### config.mk
export PLATFORM = sky130hd
export DESIGN_NAME = spi_cmd_rx
export DESIGN_NICKNAME = d
export VERILOG_FILES = /design/src/rtl/spi_cmd_pkg.sv /design/src/rtl/spi_cmd_sync.sv /design/src/rtl/spi_cmd_shift.sv /design/src/rtl/spi_cmd_regs.sv /design/src/rtl/spi_cmd_rx.sv
export SDC_FILE = /design/constraint.sdc
export NUM_CORES = 1
export LEC_CHECK = 0
export CAP_MARGIN = 20
export CORE_ASPECT_RATIO = 1.2
export CORE_MARGIN = 2
export CORE_UTILIZATION = 35
export DETAILED_ROUTE_END_ITERATION = 6
export DONT_BUFFER_PORTS = 1
export HOLD_SLACK_MARGIN = 0.06
export PLACE_DENSITY = 0.61
export SLEW_MARGIN = 20
export SYNTH_ARGS = -nofsm -noshare
export SYNTH_HDL_FRONTEND = slang
export SYNTH_HIERARCHICAL = 1
export SYNTH_SLANG_ARGS = --single-unit
### constraint.sdc
create_clock -name clk -period 12 [get_ports clk]
set_input_delay 0.6 -clock clk [delete_from_list [all_inputs] [get_ports clk]]
set_output_delay 0.6 -clock clk [all_outputs]
set_load 0.01 [all_outputs]
### src/rtl/spi_cmd_pkg.sv
package spi_cmd_pkg;
  localparam int CMD_W_DEF  = 4;
  localparam int DATA_W_DEF = 12;
  localparam int MODE_W_DEF = 8;

  // Sampled SPI pin triple as carried through the synchroniser
  typedef struct packed {
    logic sclk;
    logic mosi;
    logic cs_n;
  } spi_pins_t;

  localparam spi_pins_t PINS_IDLE = '{sclk: 1'b0, mosi: 1'b0, cs_n: 1'b1};
endpackage

### src/rtl/spi_cmd_sync.sv
module spi_cmd_sync
  import spi_cmd_pkg::*;
#(
  parameter int STAGES = 2
) (
  input  logic      clk,
  input  logic      rst_n,
  input  spi_pins_t pins_i,
  output spi_pins_t cur_o,
  output spi_pins_t prev_o
);
  // STAGES synchroniser flops plus one history flop for edge detection
  localparam int DEPTH = STAGES + 1;

  spi_pins_t stg_q [DEPTH];

  always_ff @(posedge clk or negedge rst_n) begin
    if (!rst_n) begin
      for (int i = 0; i < DEPTH; i++) stg_q[i] <= PINS_IDLE;
    end else begin
      stg_q[0] <= pins_i;
      for (int i = 1; i < DEPTH; i++) stg_q[i] <= stg_q[i-1];
    end
  end

  assign cur_o  = stg_q[STAGES-1];
  assign prev_o = stg_q[STAGES];
endmodule

### src/rtl/spi_cmd_shift.sv
module spi_cmd_shift
  import spi_cmd_pkg::*;
#(
  parameter int FRAME_W = 16
) (
  input  logic               clk,
  input  logic               rst_n,
  input  spi_pins_t          cur_i,
  input  spi_pins_t          prev_i,
  output logic               vld_o,
  output logic [FRAME_W-1:0] frame_o
);
  localparam int CNT_MAX = FRAME_W + 1;
  localparam int CNT_W   = $clog2(CNT_MAX + 1);

  logic [CNT_W-1:0]   cnt_q, cnt_d;
  logic [FRAME_W-1:0] shift_q, shift_d;
  logic               vld_q, vld_d;
  logic [FRAME_W-1:0] frame_q;
  logic               sclk_rise, cs_rise, shift_en;

  always_comb begin
    sclk_rise = cur_i.sclk & ~prev_i.sclk;
    cs_rise   = cur_i.cs_n & ~prev_i.cs_n;
    shift_en  = sclk_rise & ~cur_i.cs_n;

    // Counter is held at zero while deselected; saturates one past a full frame
    cnt_d = cnt_q;
    if (cur_i.cs_n)
      cnt_d = '0;
    else if (shift_en && cnt_q != CNT_W'(CNT_MAX))
      cnt_d = cnt_q + 1'b1;

    shift_d = shift_en ? {shift_q[FRAME_W-2:0], cur_i.mosi} : shift_q;
    vld_d   = cs_rise && (cnt_q == CNT_W'(FRAME_W));
  end

  always_ff @(posedge clk or negedge rst_n) begin
    if (!rst_n) begin
      cnt_q   <= '0;
      shift_q <= '0;
      vld_q   <= 1'b0;
    end else begin
      cnt_q   <= cnt_d;
      shift_q <= shift_d;
      vld_q   <= vld_d;
    end
  end

  always_ff @(posedge clk or negedge rst_n) begin
    if (!rst_n)
      frame_q <= '0;
    else if (cs_rise)
      frame_q <= shift_q;
  end

  assign vld_o   = vld_q;
  assign frame_o = frame_q;


  cnt_bound_chk: assert property (@(posedge clk) disable iff (!rst_n)
    cnt_q <= CNT_W'(CNT_MAX));


  vld_pulse_chk: assert property (@(posedge clk) disable iff (!rst_n)
    vld_q |=> !vld_q);
endmodule

### src/rtl/spi_cmd_regs.sv
module spi_cmd_regs #(
  parameter int CMD_W    = 4,
  parameter int DATA_W   = 12,
  parameter int MODE_CMD = 1,
  parameter int MODE_W   = 8
) (
  input  logic                       clk,
  input  logic                       rst_n,
  input  logic                       vld_i,
  input  logic [CMD_W+DATA_W-1:0]    frame_i,
  output logic [(1<<CMD_W)*DATA_W-1:0] regs_o,
  output logic [(1<<CMD_W)-1:0]      stb_o
);
  localparam int NUM_CMD = 1 << CMD_W;

  logic [CMD_W-1:0]  cmd;
  logic [DATA_W-1:0] data;
  logic [NUM_CMD-1:0] wr_en;
  logic [NUM_CMD-1:0] stb_q;
  logic [NUM_CMD*DATA_W-1:0] regs_q;

  assign cmd  = frame_i[DATA_W +: CMD_W];
  assign data = frame_i[DATA_W-1:0];

  for (genvar g = 0; g < NUM_CMD; g++) begin : g_cmd
    logic [DATA_W-1:0] wdata;
    assign wr_en[g] = vld_i && (cmd == CMD_W'(g));

    if (g == MODE_CMD) begin : g_mode
      assign wdata = {{(DATA_W-MODE_W){1'b0}}, data[MODE_W-1:0]};
    end else begin : g_plain
      assign wdata = data;
    end

    always_ff @(posedge clk or negedge rst_n) begin
      if (!rst_n)
        regs_q[g*DATA_W +: DATA_W] <= '0;
      else if (wr_en[g])
        regs_q[g*DATA_W +: DATA_W] <= wdata;
    end
  end

  always_ff @(posedge clk or negedge rst_n) begin
    if (!rst_n) stb_q <= '0;
    else        stb_q <= wr_en;
  end

  assign regs_o = regs_q;
  assign stb_o  = stb_q;


  stb_onehot_chk: assert property (@(posedge clk) disable iff (!rst_n)
    $onehot0(stb_q));


  hold_no_vld_chk: assert property (@(posedge clk) disable iff (!rst_n)
    !vld_i |=> $stable(regs_q));


  mode_store_chk: assert property (@(posedge clk) disable iff (!rst_n)
    (vld_i && cmd == CMD_W'(MODE_CMD)) |=>
      regs_q[MODE_CMD*DATA_W +: DATA_W] == {{(DATA_W-MODE_W){1'b0}}, $past(data[MODE_W-1:0])});
endmodule

### src/rtl/spi_cmd_rx.sv
module spi_cmd_rx
  import spi_cmd_pkg::*;
#(
  parameter int CMD_W    = CMD_W_DEF,
  parameter int DATA_W   = DATA_W_DEF,
  parameter int MODE_W   = MODE_W_DEF,
  parameter int MODE_CMD = 1,
  parameter int SYNC_N   = 2
) (
  input  logic                                clk,
  input  logic                                rst_n,
  input  logic                                sclk_i,
  input  logic                                mosi_i,
  input  logic                                cs_n_i,
  output logic [(1<<CMD_W)*DATA_W-1:0]        regs_o,
  output logic [(1<<CMD_W)-1:0]               wr_stb_o,
  output logic [MODE_W-1:0]                   mode_o
);
  localparam int FRAME_W = CMD_W + DATA_W;

  logic rst_meta_q, rst_sync_q;
  spi_pins_t pins, cur, prev;
  logic vld;
  logic [FRAME_W-1:0] frame;

  // Reset asserts at once, releases on the clock
  always_ff @(posedge clk or negedge rst_n) begin
    if (!rst_n) begin
      rst_meta_q <= 1'b0;
      rst_sync_q <= 1'b0;
    end else begin
      rst_meta_q <= 1'b1;
      rst_sync_q <= rst_meta_q;
    end
  end

  assign pins = '{sclk: sclk_i, mosi: mosi_i, cs_n: cs_n_i};

  spi_cmd_sync #(.STAGES(SYNC_N)) u_sync (
    .clk    (clk),
    .rst_n  (rst_sync_q),
    .pins_i (pins),
    .cur_o  (cur),
    .prev_o (prev)
  );

  spi_cmd_shift #(.FRAME_W(FRAME_W)) u_shift (
    .clk     (clk),
    .rst_n   (rst_sync_q),
    .cur_i   (cur),
    .prev_i  (prev),
    .vld_o   (vld),
    .frame_o (frame)
  );

  spi_cmd_regs #(
    .CMD_W    (CMD_W),
    .DATA_W   (DATA_W),
    .MODE_CMD (MODE_CMD),
    .MODE_W   (MODE_W)
  ) u_regs (
    .clk     (clk),
    .rst_n   (rst_sync_q),
    .vld_i   (vld),
    .frame_i (frame),
    .regs_o  (regs_o),
    .stb_o   (wr_stb_o)
  );

  assign mode_o = regs_o[MODE_CMD*DATA_W +: MODE_W];
endmodule

==> flow_summary.ini, run 1 <==
[status]
status = finished, final reports clean

[flow_run]
cap_violations = 0

[routing]
dr.pass1.iters = 5
drt-initial-drc-count = 227
vias_per_cell = 5.00
routedWlPerCell_um = 23.2
ant_nets = 0
wl_um = 21500
num_vias = 4653
drc_errors = 0

[timing]
post-route-period-util = 0.171
rsz0062_at_grt = no
fin_crit_ns = 2.05
tns_ns = 0
fmax_ghz = 0.487
drv_slew = 0
skew_ns = 0.00797
hold_viol = 0
max_slew.worst_pin.slew_ns = 0.955
maxSlewHeadroom = 0.363
finalSetupViolCount = 0

[final_layout]
final_area_mm2 = 0.0106
area_delta_synth_final_pct = 11.2
drive_above_1_share = 0.475
nNetsFinal = 578
instances_no_fill = 930
diodes = 0

[critical_path]
cp.required_ns = 12.39
crit_arrival_ns = 2.45
worst-r2r-setup-slack_ns = 9.95
start_kind = flop
reg2reg_depth = 3
path_max_fanout = 13
endpoint_kind = flop
critical_path_class = flop to flop

[pwr]
internal-power_mw = 1.38
swShare = 0.237
ir_drop_v = 0.0000933
p_clk_frac = 0.439
power_frac_comb = 0.027
p_leak_nw = 5.35
p_sw_mw = 0.429
sequentialPowerShare = 0.534
powerDensity_mw_per_mm2 = 171

[clocking]
cts_resized = 0
clock_sinks = 252
root_buffer = clkbuf_16
clkTransAtPathRegs_ns = 0.06
clk_path_buf_depth = 3
clock_latency_ns = 0.51
htree_levels = 1
cts_made_buffers = 26
cts_tree = yes

[place]
io_buffer_count = 0
dp_hpwl_um = 14700
dpl_cell_area_mm2 = 0.00970
dpl.cell_count = 880
gp_congestion = 0.703

[grt]
grt_first_pass_wirelength_um = 32700
grt_max_degree = 71
grt_pass1_vias = 5158
antenna_found_initial = 0
grt-ovfl-total = 0
grt_usage = 0.149

[synth]
yosysWarnings = 6
syn_avg_cell_area_um2 = 16.3
synthCells = 583
syn-cell-area_mm2 = 0.00951

[floorplan]
die_area_mm2 = 0.0285
start_util = 0.353
placementRows = 66
coreArea_mm2 = 0.0269
die_h_um = 185
floorplan.die.width_um = 154
io_pins = 221

[hold_path]
hp-class = primary input to flop
hold_depth = 0
## metal layers
layer  wire length (um)  vias to the layer above  GRT usage
li1                   -                     1959          -
met1               8130                     2487      0.175
met2              11300                      177      0.266
met3               1760                       30     0.0456
met4                345                        0     0.0381
met5                  0                        -          0
## power by group through the flow
stage | clock (mW) | combinational, mW | sequential [mW]
floorplan | 0 | 0.0598 | 0.927
global placement | 0 | 0.0475 | 0.980
detailed placement | 0 | 0.0501 | 0.985
CTS | 0.820 | 0.0507 | 0.970
global route | 0.858 | 0.0564 | 0.979
finish | 0.795 | 0.0496 | 0.967
## layout make-up
cell class,count,area [um^2]
Clock inverter,9,97.6
Inverter,9,33.8
Fill cell,2468,16300
Multi-Input combinational cell,273,2880
Sequential cell,252,6310
Timing Repair Buffer,8,65.1
Clock buffer,39,761
Tap cell,340,425
## layout by cell type, fill, tap and decap left out
| cell type | n |
|---|---|
| a21oi_1 | 2 |
| a32o_1 | 1 |
| and3_1 | 1 |
| buf_4 | 6 |
| bufinv_16 | 2 |
| clkbuf_1 | 8 |
| clkbuf_16 | 27 |
| clkbuf_8 | 4 |
| clkinv_2 | 6 |
| clkinvlp_4 | 1 |
| conb_1 | 5 |
| dfrtp_1 | 248 |
| dfrtp_4 | 1 |
| dfstp_2 | 3 |
| dlygate4sd3_1 | 2 |
| ha_1 | 3 |
| inv_1 | 9 |
| mux2_1 | 1 |
| mux2_2 | 211 |
| mux2_4 | 9 |
| mux2i_1 | 2 |
| nand2_1 | 4 |
| nand2b_1 | 3 |
| nand3_1 | 2 |
| nand3b_1 | 3 |
| nand4_4 | 1 |
| nor2_1 | 5 |
| nor2_2 | 7 |
| nor2_4 | 1 |
| nor3b_1 | 2 |
| nor3b_4 | 1 |
| o21ai_0 | 1 |
| or2_1 | 2 |
| or3_1 | 5 |
| or3b_1 | 1 |
## metrics by stage
step                      setup WS (ns)  total power [mW]  hold WS [ns]  utilization
final                              9.95              1.81         0.116        0.393
after global routing               9.79              1.89        0.0885        0.393
after CTS                          9.92              1.84        0.0606        0.392
after detailed placement           9.92              1.04         0.304        0.360
after global placement             9.96              1.03         0.304        0.360
after floorplan                    4.46             0.987         0.304            -
## final timing paths
path,start,end
worst max-delay path,u_shift/frame_o[14],u_regs/regs_o[124]
worst max register to register,u_shift/frame_o[14],u_regs/regs_o[124]
worst min register to register,u_sync/stg_q[6],u_sync/cur_o[0]
min in group asynchronous,rst_n,rst_sync_q
max in group asynchronous,rst_sync_q,u_regs/regs_o[109]
worst min-delay path,sclk_i,u_sync/stg_q[8]
## worst max-delay path, cell delays in order, from the launching register on
cell and delay (ns):
dfrtp_1 0.41, nand3b_1 0.31, nor2_2 0.79, mux2_2 0.42
## repair_timing
item,CTS,global route
endpoints found under the setup margin,0,0
hold buffers,1,1
buffers inserted,0,0
endpoints found under the hold margin,2,1
## state kept, by name (all words and copies together) (netlist names)
| signal | flops |
|---|---|
| rst_meta_q | 1 |
| rst_sync_q | 1 |
| u_regs/regs_o | 188 |
| u_regs/stb_o | 16 |
| u_shift/cnt_q | 5 |
| u_shift/frame_o | 16 |
| u_shift/shift_q | 16 |
| u_shift/vld_o | 1 |
| u_sync/cur_o | 3 |
| u_sync/prev_o | 2 |
| u_sync/stg_q | 3 |
No activity file was read; power rests on OpenSTA's default activity.
==> run 2: changes to the inputs <==
Settings changed: PLACE_DENSITY 0.61 to 0.63.
Clock period 12 ns to 1.7 ns, I/O delays scaled along.
==> run 2 against run 1 <==
Against the previous run:
- the run now ends with setup timing left
- final cell count is 4.0% higher
- non-clock buffer count rose by 41
- wire length is 4.3% higher
- clock power grew to 6.7 times the previous value
- largest cell class unchanged
- highest routed layer unchanged
==> flow_summary.ini, run 2 (synthesis results as in run 1) <==
[floorplan]
io_pins = 221
start_util = 0.353
die_h_um = 185
floorplan.die.width_um = 154
coreArea_mm2 = 0.0269
placementRows = 66
die_area_mm2 = 0.0285

[critical_path]
r2r_end = u_regs/regs_o[134]
critical_path_class = flop to flop
reg2reg_from = u_shift/frame_o[14]
path_max_fanout = 6
start_kind = flop
endpoint_kind = flop
worst-r2r-setup-slack_ns = -0.05
reg2reg_depth = 6
crit_arrival_ns = 2.16
cp.required_ns = 2.10

[final_layout]
largest_reg_flops = 188
final_area_mm2 = 0.0113
multi_input_area_mm2 = 0.00301
nNetsFinal = 618
fillers = 2404
drive_above_1_share = 0.517
final_common_cell = dfrtp_1
diodes = 0
seqCellArea_mm2 = 0.00631
area_delta_synth_final_pct = 18.5
final_cell_mix = 248 x dfrtp_1, 189 x mux2_2, 31 x mux2_4, 27 x clkbuf_16, 19 x buf_12

[status]
failed_checks = setup timing
status = finished, violations left

[grt]
grt-ovfl-total = 0
grt.met2_usage = 0.271
antenna_found_initial = 0
globalRouteMet1Util = 0.172
grt_max_degree = 70
grt_first_pass_wirelength_um = 32900
busiest_layer = met2
grt_pass1_vias = 5243
grt_use_met3 = 0.0416
grt_usage = 0.150

[timing]
post-route-period-util = 1.03
hold_slack_ns = 0.111
finalWorstSetupSlack_ns = -0.0526
fin_crit_ns = 1.75
maxSlewHeadroom = 0.506
skew_ns = 0.00649
rsz0062_at_grt = yes
hold_viol = 0
max_slew.worst_pin.slew_ns = 0.741
finalSetupViolCount = 28
drv_slew = 0
fmax_ghz = 0.571

[routing]
drt-initial-drc-count = 179
ant_nets = 0
num_vias = 4822
wl_um = 22500
routedWlPerCell_um = 23.2
dr.pass1.iters = 4
vias_per_cell = 4.99
drc_errors = 0

[clocking]
htree_levels = 1
cts_tree = yes
clkTransAtPathRegs_ns = 0.06
clock_latency_ns = 0.52
clock_sinks = 252
clk_path_buf_depth = 3
cts_made_buffers = 25
root_buffer = clkbuf_16

[flow_run]
cap_violations = 0

[pwr]
ir_drop_v = 0.000629
p_leak_nw = 5.67
powerDensity_mw_per_mm2 = 1120

[place]
io_buffer_count = 0
dp_hpwl_um = 15200
gp_congestion = 0.738
dpl_cell_area_mm2 = 0.0102

[hold_path]
hp-class = primary input to flop
hold_end = u_sync/stg_q[6]
min_from = cs_n_i
hold_depth = 1
[run 2: cell types whose count changed in the layout (fill, tap and decap cells not counted), moves of 3 or more]
cell           delta
clkbuf_1          -3
nor2_2            -4
buf_12           +19
mux2_2           -22
buf_4             +9
buf_6             +8
or3_4             +3
nor2_4            +5
or3_1             -3
dlygate4sd3_1     +3
mux2_4           +22
[run 2: final cells by class]
type                            instances  area share
Sequential cell                       252       0.560
Multi-Input combinational cell        273       0.267
Clock buffer                           36      0.0645
Timing Repair Buffer                   49      0.0606
Tap cell                              340      0.0378
Clock inverter                          8     0.00677
Inverter                                9     0.00300
[run 2: metrics by stage]
step,TNS (ns),setup WS [ns],util,power [mW],cells
6_report,-0.378,-0.0526,0.419,12.6,967
5_1_grt,-6.30,-0.105,0.419,13.2,967
4_1_cts,-0.634,-0.0324,0.411,12.8,964
3_5_place_dp,-1.84,-0.121,0.379,7.33,915
3_3_place_gp,-1.41,-0.0997,0.379,7.28,915
2_1_floorplan,-206.77,-0.831,-,6.96,586
[run 2: how the worst max path moves through the flow]
stage | from | to | slack, ns | cells after the start
after floorplan | rst_sync_q | u_regs/regs_o[0] | -0.83 | 0
after global placement | u_shift/frame_o[15] | u_regs/regs_o[76] | -0.1 | 6
after detailed placement | u_shift/frame_o[15] | u_regs/regs_o[80] | -0.12 | 6
after CTS | u_shift/frame_o[15] | u_regs/regs_o[80] | -0.03 | 6
after global routing | u_shift/frame_o[14] | u_regs/regs_o[134] | -0.10 | 6
final | u_shift/frame_o[14] | u_regs/regs_o[134] | -0.05 | 6
[run 2: what timing repair did]
item                                   4_1_cts  5_1_grt
pin swaps                                    0        4
setup endpoints to repair                   49      115
hold buffers                                 5        0
endpoints found under the hold margin        5        0
resized for setup                            7       35
cloned                                       0        2
buffers inserted                             0        1
[run 2: layer usage]
layer | wire length [um] | part of all wire
met1 | 8440 | 0.38
met4 | 565 | 0.025
met2 | 11900 | 0.53
met5 | 0 | 0
met3 | 1520 | 0.068
[run 2: worst max-delay path, cell delays in order, from the launching register on]
cell and delay [ns]:
dfrtp_1 0.39, buf_6 0.12, nand3b_1 0.21, buf_6 0.17, nor2_4 0.19, clkbuf_16 0.20, mux2_2 0.33
[run 2: where the power goes]
part	total (mW)	internal (mW)	switching (mW)
logic	0.418	0.232	0.186
clock network	5.36	3.12	2.23
registers	6.81	6.19	0.618
total	12.6	9.54	3.04
==> run 3: changes to the inputs <==
Settings changed: PLACE_DENSITY 0.63 to 0.61.
Clock period 1.7 ns to 1.9 ns, I/O delays scaled along.
==> run 3 against run 2 <==
Against the previous run:
- the flow now finishes without violations
- worst setup slack gained 0.16 ns
- clock skew increased by 0.010 ns
- clock power is 4.1% lower
- fmax shrank 2.1%
- wire length down 6.2%
- global-route usage down 0.46 points
- combinational power fell by 15%
- final cell count is 1.1% lower
- non-clock buffer count down 17
- critical path depth decreased by 2
- cell area decreased by 3.0%
- hold slack improved by 0.0013 ns
- critical endpoint is now u_regs/regs_o[0]
- largest cell class unchanged
- largest power group unchanged
- highest routed layer unchanged
==> flow_summary.ini, run 3 (synthesis results as in run 1) <==
[floorplan]
floorplan.die.width_um = 154
coreArea_mm2 = 0.0269
die_h_um = 185
io_pins = 221
placementRows = 66
die_area_mm2 = 0.0285
start_util = 0.353

[critical_path]
endpoint_kind = flop
crit_arrival_ns = 2.20
reg2reg_from = u_shift/frame_o[14]
critical_path_class = flop to flop
crit_buf_inv = 1
cpPeakStageDelay_ns = 0.42
critical_path.top_delay_family = simple AND/OR/NAND/NOR gates
critPathSlowestCell = dfrtp_1
cp.required_ns = 2.31
crit_chain = or3b_1 > or3_1 > buf_12 > mux2_4
path_max_fanout = 13
crit_path_start = u_shift/frame_o[14]
start_kind = flop

[timing]
fmax_ghz = 0.558
hold_viol = 0
maxSlewHeadroom = 0.539
drv_slew = 0
finalSetupViolCount = 0
rsz0062_at_grt = no
max_slew.worst_pin.slew_ns = 0.692
fin_crit_ns = 1.79
post-route-period-util = 0.943
skew_ns = 0.0165

[place]
dpl.cell_count = 901
gp_congestion = 0.785
dp_hpwl_um = 14700
io_buffer_count = 0

[routing]
ant_nets = 0
wl_um = 21100
drc_errors = 0
num_vias = 4689
vias_per_cell = 4.90
drt-initial-drc-count = 227
routedWlPerCell_um = 22.1
dr.pass1.iters = 4

[pwr]
ir_drop_v = 0.000541
p_leak_nw = 5.53
powerDensity_mw_per_mm2 = 1060
fin_total_pwr_mw = 11.6

[clocking]
clock_sinks = 252
clkTransAtPathRegs_ns = 0.06
clk_path_buf_depth = 3
cts_tree = yes
cts_resized = 0
cts_made_buffers = 27
post_cts_buffers = 0
root_buffer = clkbuf_16
clock_latency_ns = 0.53
htree_levels = 1

[grt]
grt_usage = 0.145
grt_max_degree = 85
grt-ovfl-total = 0
grt_pass1_vias = 5106
grt_first_pass_wirelength_um = 31900
antenna_found_initial = 0

[flow_run]
cap_violations = 0

[hold_path]
min_from = cs_n_i
hp-class = primary input to flop

[final_layout]
postLayoutCoreUtil = 0.406
instances_no_fill = 956
final_common_cell = dfrtp_1
area_delta_synth_final_pct = 14.9
diodes = 0
final_cell_mix = 248 x dfrtp_1, 211 x mux2_2, 27 x clkbuf_16, 17 x buf_4, 10 x buf_12
drive_above_1_share = 0.497
nNetsFinal = 603
largest_reg_flops = 188

[status]
status = finished, final reports clean
run 3: worst paths after layout:
check	endpoint	depth (start not counted)	slack, ns
worst max-delay path	u_regs/regs_o[0]	4	0.11
worst min-delay path	u_sync/stg_q[6]	1	0.11
worst max register to register	u_regs/regs_o[0]	4	0.11
worst min register to register	u_sync/cur_o[2]	0	0.35
max in group asynchronous	u_regs/regs_o[145]	1	1.11
min in group asynchronous	rst_meta_q	2	0.32
run 3: routing by layer:
metal  track usage  vias up  wire length, um
li1              -     2011                -
met1         0.169     2477             7930
met2         0.260      171            11000
met3        0.0463       30             1800
met4        0.0367        0              351
met5             0        -                0
run 3: repair_timing:
| action | CTS | global route |
|---|---|---|
| hold buffers | 5 | 0 |
| endpoints found under the setup margin | 0 | 0 |
| endpoints found under the hold margin | 5 | 0 |
run 3: area by class of cell:
cell class | instances | area (um^2)
fill | 2449 | 16000
tap | 340 | 425
clock inverter | 12 | 113
multi-input combinational | 273 | 2880
clock buffer | 38 | 787
inverter | 9 | 33.8
sequential | 252 | 6310
timing repair buffer | 32 | 378
run 3: report_power, final:
group          switching, mW  internal, mW  total [mW]
clock network           2.10          3.04        5.14
registers              0.544          5.54        6.08
logic                  0.169         0.185       0.355
total                   2.81          8.77        11.6
run 3: per-stage QoR:
stage,hold WS [ns],setup slack [ns],TNS (ns),cell area (um^2)
after CTS,0.0769,0.106,0,10900
after global routing,0.0879,0.0495,0,10900
after floorplan,-0.201,-0.631,-156.00,9520
after detailed placement,-0.201,0.108,0,9980
final,0.112,0.109,0,10900
after global placement,-0.201,0.141,0,9980
